## src/rtl/intreg_pkg.sv

```systemverilog
package intreg_pkg;

    localparam int unsigned DATA_W = 32;
    localparam int unsigned BUF_W  = 12;
    localparam int unsigned N_BUF  = 2;

    localparam logic [15:0] OPC_PTR0_LOAD = 16'h0F3A;
    localparam logic [15:0] OPC_PTR1_LOAD = 16'h0F3B;
    localparam logic [15:0] OPC_REG_WR    = 16'h0F3C;
    localparam logic [15:0] OPC_REG_RD    = 16'h0F3D;

    typedef enum logic [2:0] {
        SEL_NONE  = 3'd0,
        SEL_BASE0 = 3'd1,
        SEL_BASE1 = 3'd2,
        SEL_PTR0  = 3'd3,
        SEL_PTR1  = 3'd4,
        SEL_PMB   = 3'd5,
        SEL_PMM   = 3'd6
    } reg_sel_e;

    typedef struct packed {
        logic             en;
        logic             trap;
        logic             rd;
        logic             wr;
        logic [N_BUF-1:0] ptr_load;
    } cmd_t;

    function automatic reg_sel_e map_addr(input logic [DATA_W-1:0] a);
        case (a)
            32'hFFFF_FF0C: map_addr = SEL_BASE0;
            32'hFFFF_FF1C: map_addr = SEL_BASE1;
            32'hFFFF_FF2C: map_addr = SEL_PTR0;
            32'hFFFF_FF3C: map_addr = SEL_PTR1;
            32'hFFFF_FF6C: map_addr = SEL_PMB;
            32'hFFFF_FF7C: map_addr = SEL_PMM;
            default:       map_addr = SEL_NONE;
        endcase
    endfunction

    function automatic reg_sel_e base_sel(input int b);
        return (b == 0) ? SEL_BASE0 : SEL_BASE1;
    endfunction

    function automatic reg_sel_e ptr_sel(input int b);
        return (b == 0) ? SEL_PTR0 : SEL_PTR1;
    endfunction

endpackage

```

## src/rtl/intreg_decode.sv

```systemverilog
module intreg_decode
    import intreg_pkg::*;
(
    input  logic        op_valid,
    input  logic [15:0] op_code,
    input  logic [1:0]  scratch_size,
    output cmd_t        cmd
);
    logic in_group;
    logic enabled;

    always_comb begin
        in_group = op_valid && (op_code == OPC_PTR0_LOAD || op_code == OPC_PTR1_LOAD ||
                                op_code == OPC_REG_WR    || op_code == OPC_REG_RD);
        enabled  = (scratch_size != 2'b00);

        cmd             = '0;
        cmd.en          = in_group && enabled;
        cmd.trap        = in_group && !enabled;
        cmd.rd          = cmd.en && (op_code == OPC_REG_RD);
        cmd.wr          = cmd.en && (op_code == OPC_REG_WR);
        cmd.ptr_load[0] = cmd.en && (op_code == OPC_PTR0_LOAD);
        cmd.ptr_load[1] = cmd.en && (op_code == OPC_PTR1_LOAD);
    end
endmodule

```

## src/rtl/intreg_regs.sv

```systemverilog
module intreg_regs
    import intreg_pkg::*;
(
    input  logic              clk,
    input  logic              rst,
    input  cmd_t              cmd,
    input  reg_sel_e          sel,
    input  logic [DATA_W-1:0] wdata,
    output logic [DATA_W-1:0] rval
);
    logic [BUF_W-1:0]  base_q [N_BUF];
    logic [BUF_W-1:0]  ptr_q  [N_BUF];
    logic [DATA_W-1:0] pmb_q;
    logic [DATA_W-1:0] pmm_q;

    for (genvar b = 0; b < N_BUF; b++) begin : g_buf
        always_ff @(posedge clk) begin
            if (rst) begin
                base_q[b] <= '0;
                ptr_q[b]  <= '0;
            end else begin
                if (cmd.wr && sel == base_sel(b))
                    base_q[b] <= wdata[BUF_W-1:0];
                if (cmd.ptr_load[b])
                    ptr_q[b] <= base_q[b];
                else if (cmd.wr && sel == ptr_sel(b))
                    ptr_q[b] <= wdata[BUF_W-1:0];
            end
        end


        ptr_reload_chk: assert property (@(posedge clk) disable iff (rst)
            cmd.ptr_load[b] |=> ptr_q[b] == $past(base_q[b]));
    end

    always_ff @(posedge clk) begin
        if (rst) begin
            pmb_q <= '0;
            pmm_q <= '0;
        end else if (cmd.wr) begin
            if (sel == SEL_PMB) pmb_q <= wdata;
            if (sel == SEL_PMM) pmm_q <= wdata;
        end
    end

    always_comb begin
        case (sel)
            SEL_BASE0: rval = DATA_W'(base_q[0]);
            SEL_BASE1: rval = DATA_W'(base_q[1]);
            SEL_PTR0:  rval = DATA_W'(ptr_q[0]);
            SEL_PTR1:  rval = DATA_W'(ptr_q[1]);
            SEL_PMB:   rval = pmb_q;
            SEL_PMM:   rval = pmm_q;
            default:   rval = '0;
        endcase
    end


    trap_keeps_pm_chk: assert property (@(posedge clk) disable iff (rst)
        cmd.trap |=> pmb_q == $past(pmb_q) && pmm_q == $past(pmm_q));
endmodule

```

## src/rtl/intreg_gate_unit.sv

```systemverilog
module intreg_gate_unit
    import intreg_pkg::*;
(
    input  logic        clk,
    input  logic        rst,
    input  logic        op_valid,
    input  logic [15:0] op_code,
    input  logic [31:0] addr_opnd,
    input  logic [31:0] wr_data,
    input  logic [1:0]  scratch_size,
    output logic [31:0] rd_data,
    output logic        done,
    output logic        trap,
    output logic        io_internal,
    output logic [31:0] io_addr
);
    cmd_t              cmd;
    reg_sel_e          sel;
    logic [DATA_W-1:0] rval;
    logic              access;

    assign sel    = map_addr(addr_opnd);
    assign access = cmd.rd || cmd.wr;

    intreg_decode u_decode (
        .op_valid     (op_valid),
        .op_code      (op_code),
        .scratch_size (scratch_size),
        .cmd          (cmd)
    );

    intreg_regs u_regs (
        .clk   (clk),
        .rst   (rst),
        .cmd   (cmd),
        .sel   (sel),
        .wdata (wr_data),
        .rval  (rval)
    );

    always_ff @(posedge clk) begin
        if (rst) begin
            done        <= 1'b0;
            trap        <= 1'b0;
            rd_data     <= '0;
            io_internal <= 1'b0;
            io_addr     <= '0;
        end else begin
            done        <= cmd.en;
            trap        <= cmd.trap;
            rd_data     <= cmd.rd ? rval : '0;
            io_internal <= access;
            io_addr     <= access ? {1'b1, addr_opnd[30:0]} : '0;
        end
    end


    done_trap_excl_chk: assert property (@(posedge clk) disable iff (rst)
        !(done && trap));


    trap_cause_chk: assert property (@(posedge clk) disable iff (rst)
        trap |-> $past(scratch_size) == 2'b00);


    resp_after_op_chk: assert property (@(posedge clk) disable iff (rst)
        (done || trap) |-> $past(op_valid));


    io_flag_chk: assert property (@(posedge clk) disable iff (rst)
        io_internal |-> (done && io_addr[31]));
endmodule

```

## config.mk

```make
export PLATFORM = sky130hd
export DESIGN_NAME = intreg_gate_unit
export DESIGN_NICKNAME = d
export VERILOG_FILES = /design/src/rtl/intreg_pkg.sv /design/src/rtl/intreg_decode.sv /design/src/rtl/intreg_regs.sv /design/src/rtl/intreg_gate_unit.sv
export SDC_FILE = /design/constraint.sdc
export NUM_CORES = 1
export LEC_CHECK = 0
export ABC_AREA = 1
export BUFFER_PORTS_ARGS = -buffer_cell sky130_fd_sc_hd__clkbuf_2
export CAP_MARGIN = 20
export CORE_ASPECT_RATIO = 1.1
export CORE_MARGIN = 3
export CORE_UTILIZATION = 57
export CTS_BUF_LIST = sky130_fd_sc_hd__clkbuf_4
export CTS_CLUSTER_DIAMETER = 30
export DETAILED_ROUTE_END_ITERATION = 8
export GPL_TIMING_DRIVEN = 1
export PLACE_DENSITY = 0.89
export SLEW_MARGIN = 10
export SYNTH_ARGS = -nofsm -noshare
export SYNTH_HDL_FRONTEND = slang
export SYNTH_SLANG_ARGS = --single-unit
```

## constraint.sdc

```tcl
create_clock -name clk -period 3.4 [get_ports clk]
set_input_delay 0.68 -clock clk [delete_from_list [all_inputs] [get_ports clk]]
set_output_delay 0.68 -clock clk [all_outputs]
set_load 0.05 [all_outputs]
```

Yosys cells after proc, flatten, opt, wreduce, memory -nomap -nowiden
Memories as Yosys holds them, arrays and structs flattened.
Index checks and enable logic that the tools add are counted.
{ "word_totals": {"elab_cells": 86, "in_bits": 85, "ramBits": 48, "out_inout_bits": 67, "memories": 2, "ff_bits": 131} }
{ "memory_table": {"columns": ["memory", "words", "width", "read_ports", "rd_ports_with_merged_regs", "wr", "line", "source"], "rows": [
  ["u_regs.base_q", 2, 12, 2, 0, 2, "intreg_regs.sv:11", "logic [BUF_W-1:0] base_q [N_BUF];"],
  ["u_regs.ptr_q", 2, 12, 2, 0, 2, "intreg_regs.sv:12", "logic [BUF_W-1:0] ptr_q [N_BUF];"]
]} }
{ "classes": {"n_eq_ne": 16, "n_reduce_logical": 21, "n_mux": 31, "bitwise_logic": 8} }
{ "op_table": {"columns": ["op", "count"], "rows": [
  ["$eq A32 B32 Y1 const B", 6],
  ["$pmux W32 S6", 1],
  ["$mux W12", 6],
  ["$eq A16 B12 Y1 const B", 4],
  ["$mux W32", 1],
  ["$mux W1", 22],
  ["$pmux W3 S6", 1],
  ["$logic_and A1 B1 Y1", 11],
  ["$eq A3 B3 Y1 const B", 3],
  ["$eq A3 B2 Y1 const B", 2],
  ["$or A1 B1 Y1", 6],
  ["$logic_or A1 B1 Y1", 4],
  ["$reduce_and A2 Y1", 2],
  ["$reduce_or A2 Y1", 2],
  ["$eq A3 B1 Y1 const B", 1],
  ["$not A1 Y1", 2],
  ["$reduce_bool A2 Y1", 1],
  ["$logic_not A1 Y1", 1]
]} }

Logic depth before layout (Yosys ltp)
{ "depth": {"word_depth": 13, "mapped_depth": 14, "depth_no_buf": 13} }

Modules after synthesis
Synthesis repeated with hierarchy kept, for this count alone.
{ "hier_totals": {"hier_cells": 1089, "area_unflattened_um2": 8076.5} }
{ "modules_own_cells": {"columns": ["module", "seq_area_each_um2", "area_per_inst_um2", "cells_per_inst", "n_inst"], "rows": [
  ["intreg_regs", 2722.6, 5741.8, 776, 1],
  ["intreg_gate_unit", 1321.3, 2108.3, 266, 1],
  ["intreg_decode", 0.0, 226.5, 47, 1]
]} }

Worst setup path before layout
Ideal clock, no wire load.
{ "synth_path": {"path_kind": "input to register", "startpoint": "input port addr_opnd[7]", "endpoint": "memory u_regs.base_q[1][0] (enable)", "required_time_ps": 3002, "arrival_ps": 2490, "path_slack_ps": 512, "path_buffers": 0, "path_stages": 11, "setup_ps": 398, "cell_sequence": "inv_1 > nand2_1 > nor2_1 > nand2_2 > nor2_4 > nand2_2 > nand2_1 > nor2_2 > nor2_8 > nand2_2 > o21ai_0"} }
{ "synth_lines": {"columns": ["element", "line", "source"], "rows": [
  ["start, declared", "intreg_gate_unit.sv:8", "input logic [31:0] addr_opnd,"],
  ["end, declared", "intreg_regs.sv:11", null]
]} }

==> impl_metrics.toml <==
[sta]
worst_pin_slew_ns = 0.7826
finalCritPeriodShare = 0.6571
maxSlewViolCount = 0
slew_headroom = 0.4783
final-hold-violation-count = 0
fin_skew_ns = 0.01580
setup_tns_ns = 0
setup_viol = 0
fmax_mhz = 447.6
grt_setup_unrepaired = "no"
post-route-min-period_ns = 2.234

[setup_path]
crit_fanout = 12
critPathKind = "input pin to register"
r2r.worst_path.cells = 4
cp.required_ns = 3.65
end_kind = "register"
arrival_ns = 2.49
startpoint_type = "input pin"

[grt]
grt.overflow.total = 0
grt_antenna_before_repair = 0
grt.met2_usage = 0.3907
grt_use_met3 = 0.05766
track_usage = 0.2432
grt_max_degree = 84
grt.busiest_layer = "met2"
grt_first_pass_wirelength_um = 28070
grt_use_met1 = 0.3134
grt_pass1_vias = 5943

[clock_tree]
cts_sinks = 178
numCtsBuffers = 17
ctsHoldBuffers = 0
clk_pin_slew_ns = 0.14
cts_resized = 0
cts_tree = "yes"
cts_setup_buffers = 0
cts_max_level = 4
clkLatencyLatePin_ns = 0.60
max-clock-path-buffers = 2
cts_root_buffer = "clkbuf_4"

[detailed_routing]
dr_total_vias = 6462
via_per_inst = 5.421
route.detailed.wl_per_inst_um = 14.81
ant_nets = 0
wirelength_um = 17650
drc_errors = 0
drtIter0Drc = 593
drtPass1Iterations = 6

[job]
max_cap_violations = 0

[power_and_ir_drop]
p_sw_frac = 0.2283
combPwrFrac = 0.042
power.density_nw_per_um2 = 427.8
p_sw_uw = 843.7
ir_worst_vdd_v = 0.0002813
p_leak_uw = 0.003945
power.share.clock = 0.362
seqPwrFrac = 0.596
p_int_uw = 2852

[logic_synthesis]
synth_cells = 884
synth_cell_types = 29
synth_nets = 969
netlist_area_um2 = 7470
ys_seq_area_frac = 0.5414
syn_area_per_cell_um2 = 8.450
yosysWarnings = 0
synth-seq-cells = 178

[final_layout]
diodes = 0
final_common_cell = "clkbuf_2"
layout_common_cells = "151 x clkbuf_2, 130 x dfxtp_1, 124 x nand2_1, 121 x inv_1, 99 x nor2_1"
final_util = 0.6804
nNetsFinal = 1107
area_growth_pct = 15.66
drive_above_1_share = 0.2464

[floorplanning]
dieArea_um2 = 14520
start_util = 0.5883
core_area_um2 = 12700
die_w_um = 115.2
rows = 43
boundaryPins = 152
die_y_um = 126.1

[hold_path]
hold_depth = 3
hold_class = "input pin to register"

[place]
portBuffers = 151
gp_congestion = 0.9818
hpwl_um = 12120

[run_status]
outcome = "finished, final reports clean"
[registers in the layout (all words and copies together) (netlist names)]
register	flops
u_regs.pmm_q	32
u_regs.pmb_q	32
trap	1
u_regs.base_q	24
done	1
rd_data	32
u_regs.ptr_q	24
io_internal	1
io_addr	31
[cells in the mapped netlist]
cell | instances | share of area
nand3_4 | 1 | 0.0023
edfxtp_1 | 48 | 0.19
nor2_4 | 7 | 0.011
buf_1 | 2 | 0.0010
nand3b_4 | 1 | 0.0027
nand4_1 | 25 | 0.021
nand4_2 | 3 | 0.0050
a21oi_1 | 64 | 0.043
nand3_2 | 2 | 0.0027
inv_1 | 122 | 0.061
nor3_1 | 10 | 0.0067
nand2_1 | 124 | 0.062
dfxtp_1 | 130 | 0.35
o21ai_0 | 30 | 0.020
nor2_1 | 99 | 0.050
nor3_2 | 3 | 0.0040
a32o_1 | 20 | 0.027
buf_6 | 3 | 0.0045
nor2_8 | 1 | 0.0027
nand3b_1 | 2 | 0.0020
nand3_1 | 47 | 0.031
clkbuf_1 | 11 | 0.0055
inv_2 | 10 | 0.0050
o211ai_1 | 1 | 0.0010
buf_2 | 20 | 0.013
o21ai_1 | 58 | 0.039
nand2_2 | 8 | 0.0067
buf_4 | 9 | 0.0090
nor2_2 | 23 | 0.019
[stage by stage]
step	std cells	setup WS (ns)	hold slack (ns)	cell area, µm²	total power, µW
after detailed placement	1160	0.5501	0.5102	8299	2402
after global placement	1160	0.6282	0.5052	8299	2400
after floorplan	884	0.5124	0.4901	7470	2316
after global routing	1192	0.9903	0.2491	8640	3817
final	1192	1.166	0.2765	8640	3696
after CTS	1192	1.193	0.2465	8640	3719
[kinds of logic (layout without fill, tap and decap cells)]
logic type             count (synthesis)  in the layout  share of synthesized area
AND/OR/NAND/NOR                      356            356                     0.2291
AO/OA/AOI/OAI                        173            173                     0.1296
buffers and inverters                177            328                    0.09983
flip-flops                           178            178                     0.5414
[critical path, stage by stage]
cell	delay, ns
clkbuf_2	0.08
nor2_1	0.10
nand2_1	0.09
nor2_4	0.23
nand4_2	0.17
nand3_2	0.13
nand4_2	0.14
inv_2	0.19
nand2_1	0.19
nand3b_1	0.48
[power groups by stage]
stage	sequential, µW	clock (µW)	combinational (µW)
CTS	2200	1360	154
detailed placement	2250	0	152
finish	2200	1340	155
global route	2210	1440	171
global placement	2250	0	150
floorplan	2250	0	68.6
[cell type report]
cell class                      instances  area (µm²)
Fill cell                            1024        4058
Sequential cell                       178        4044
Multi-Input combinational cell        529        2685
Timing Repair Buffer                  164       878.3
Inverter                              132       495.5
Clock inverter                         14       205.2
Tap cell                              157       196.4
Clock buffer                           18       135.1
[worst paths after layout]
check / end / start / slack, ns
max reg2reg: rd_data[11]$_SDFF_PP0_ / u_regs.ptr_q[0][11]$_DFFE_PP_ / 2.30
min reg2reg: u_regs.pmm_q[4]$_SDFFE_PP0P_ / u_regs.pmm_q[4]$_SDFFE_PP0P_ / 0.53
min: io_addr[2]$_SDFF_PP0_ / addr_opnd[2] / 0.28
max: u_regs.ptr_q[1][9]$_SDFFCE_PN0P_ / op_code[13] / 1.17
[metal layers]
layer | wire (µm) | share of wire
met5 | 0 | 0
met4 | 448 | 0.025
met3 | 1713 | 0.097
met2 | 8306 | 0.47
met1 | 7182 | 0.41
Power figures use the tool's default switching activity.
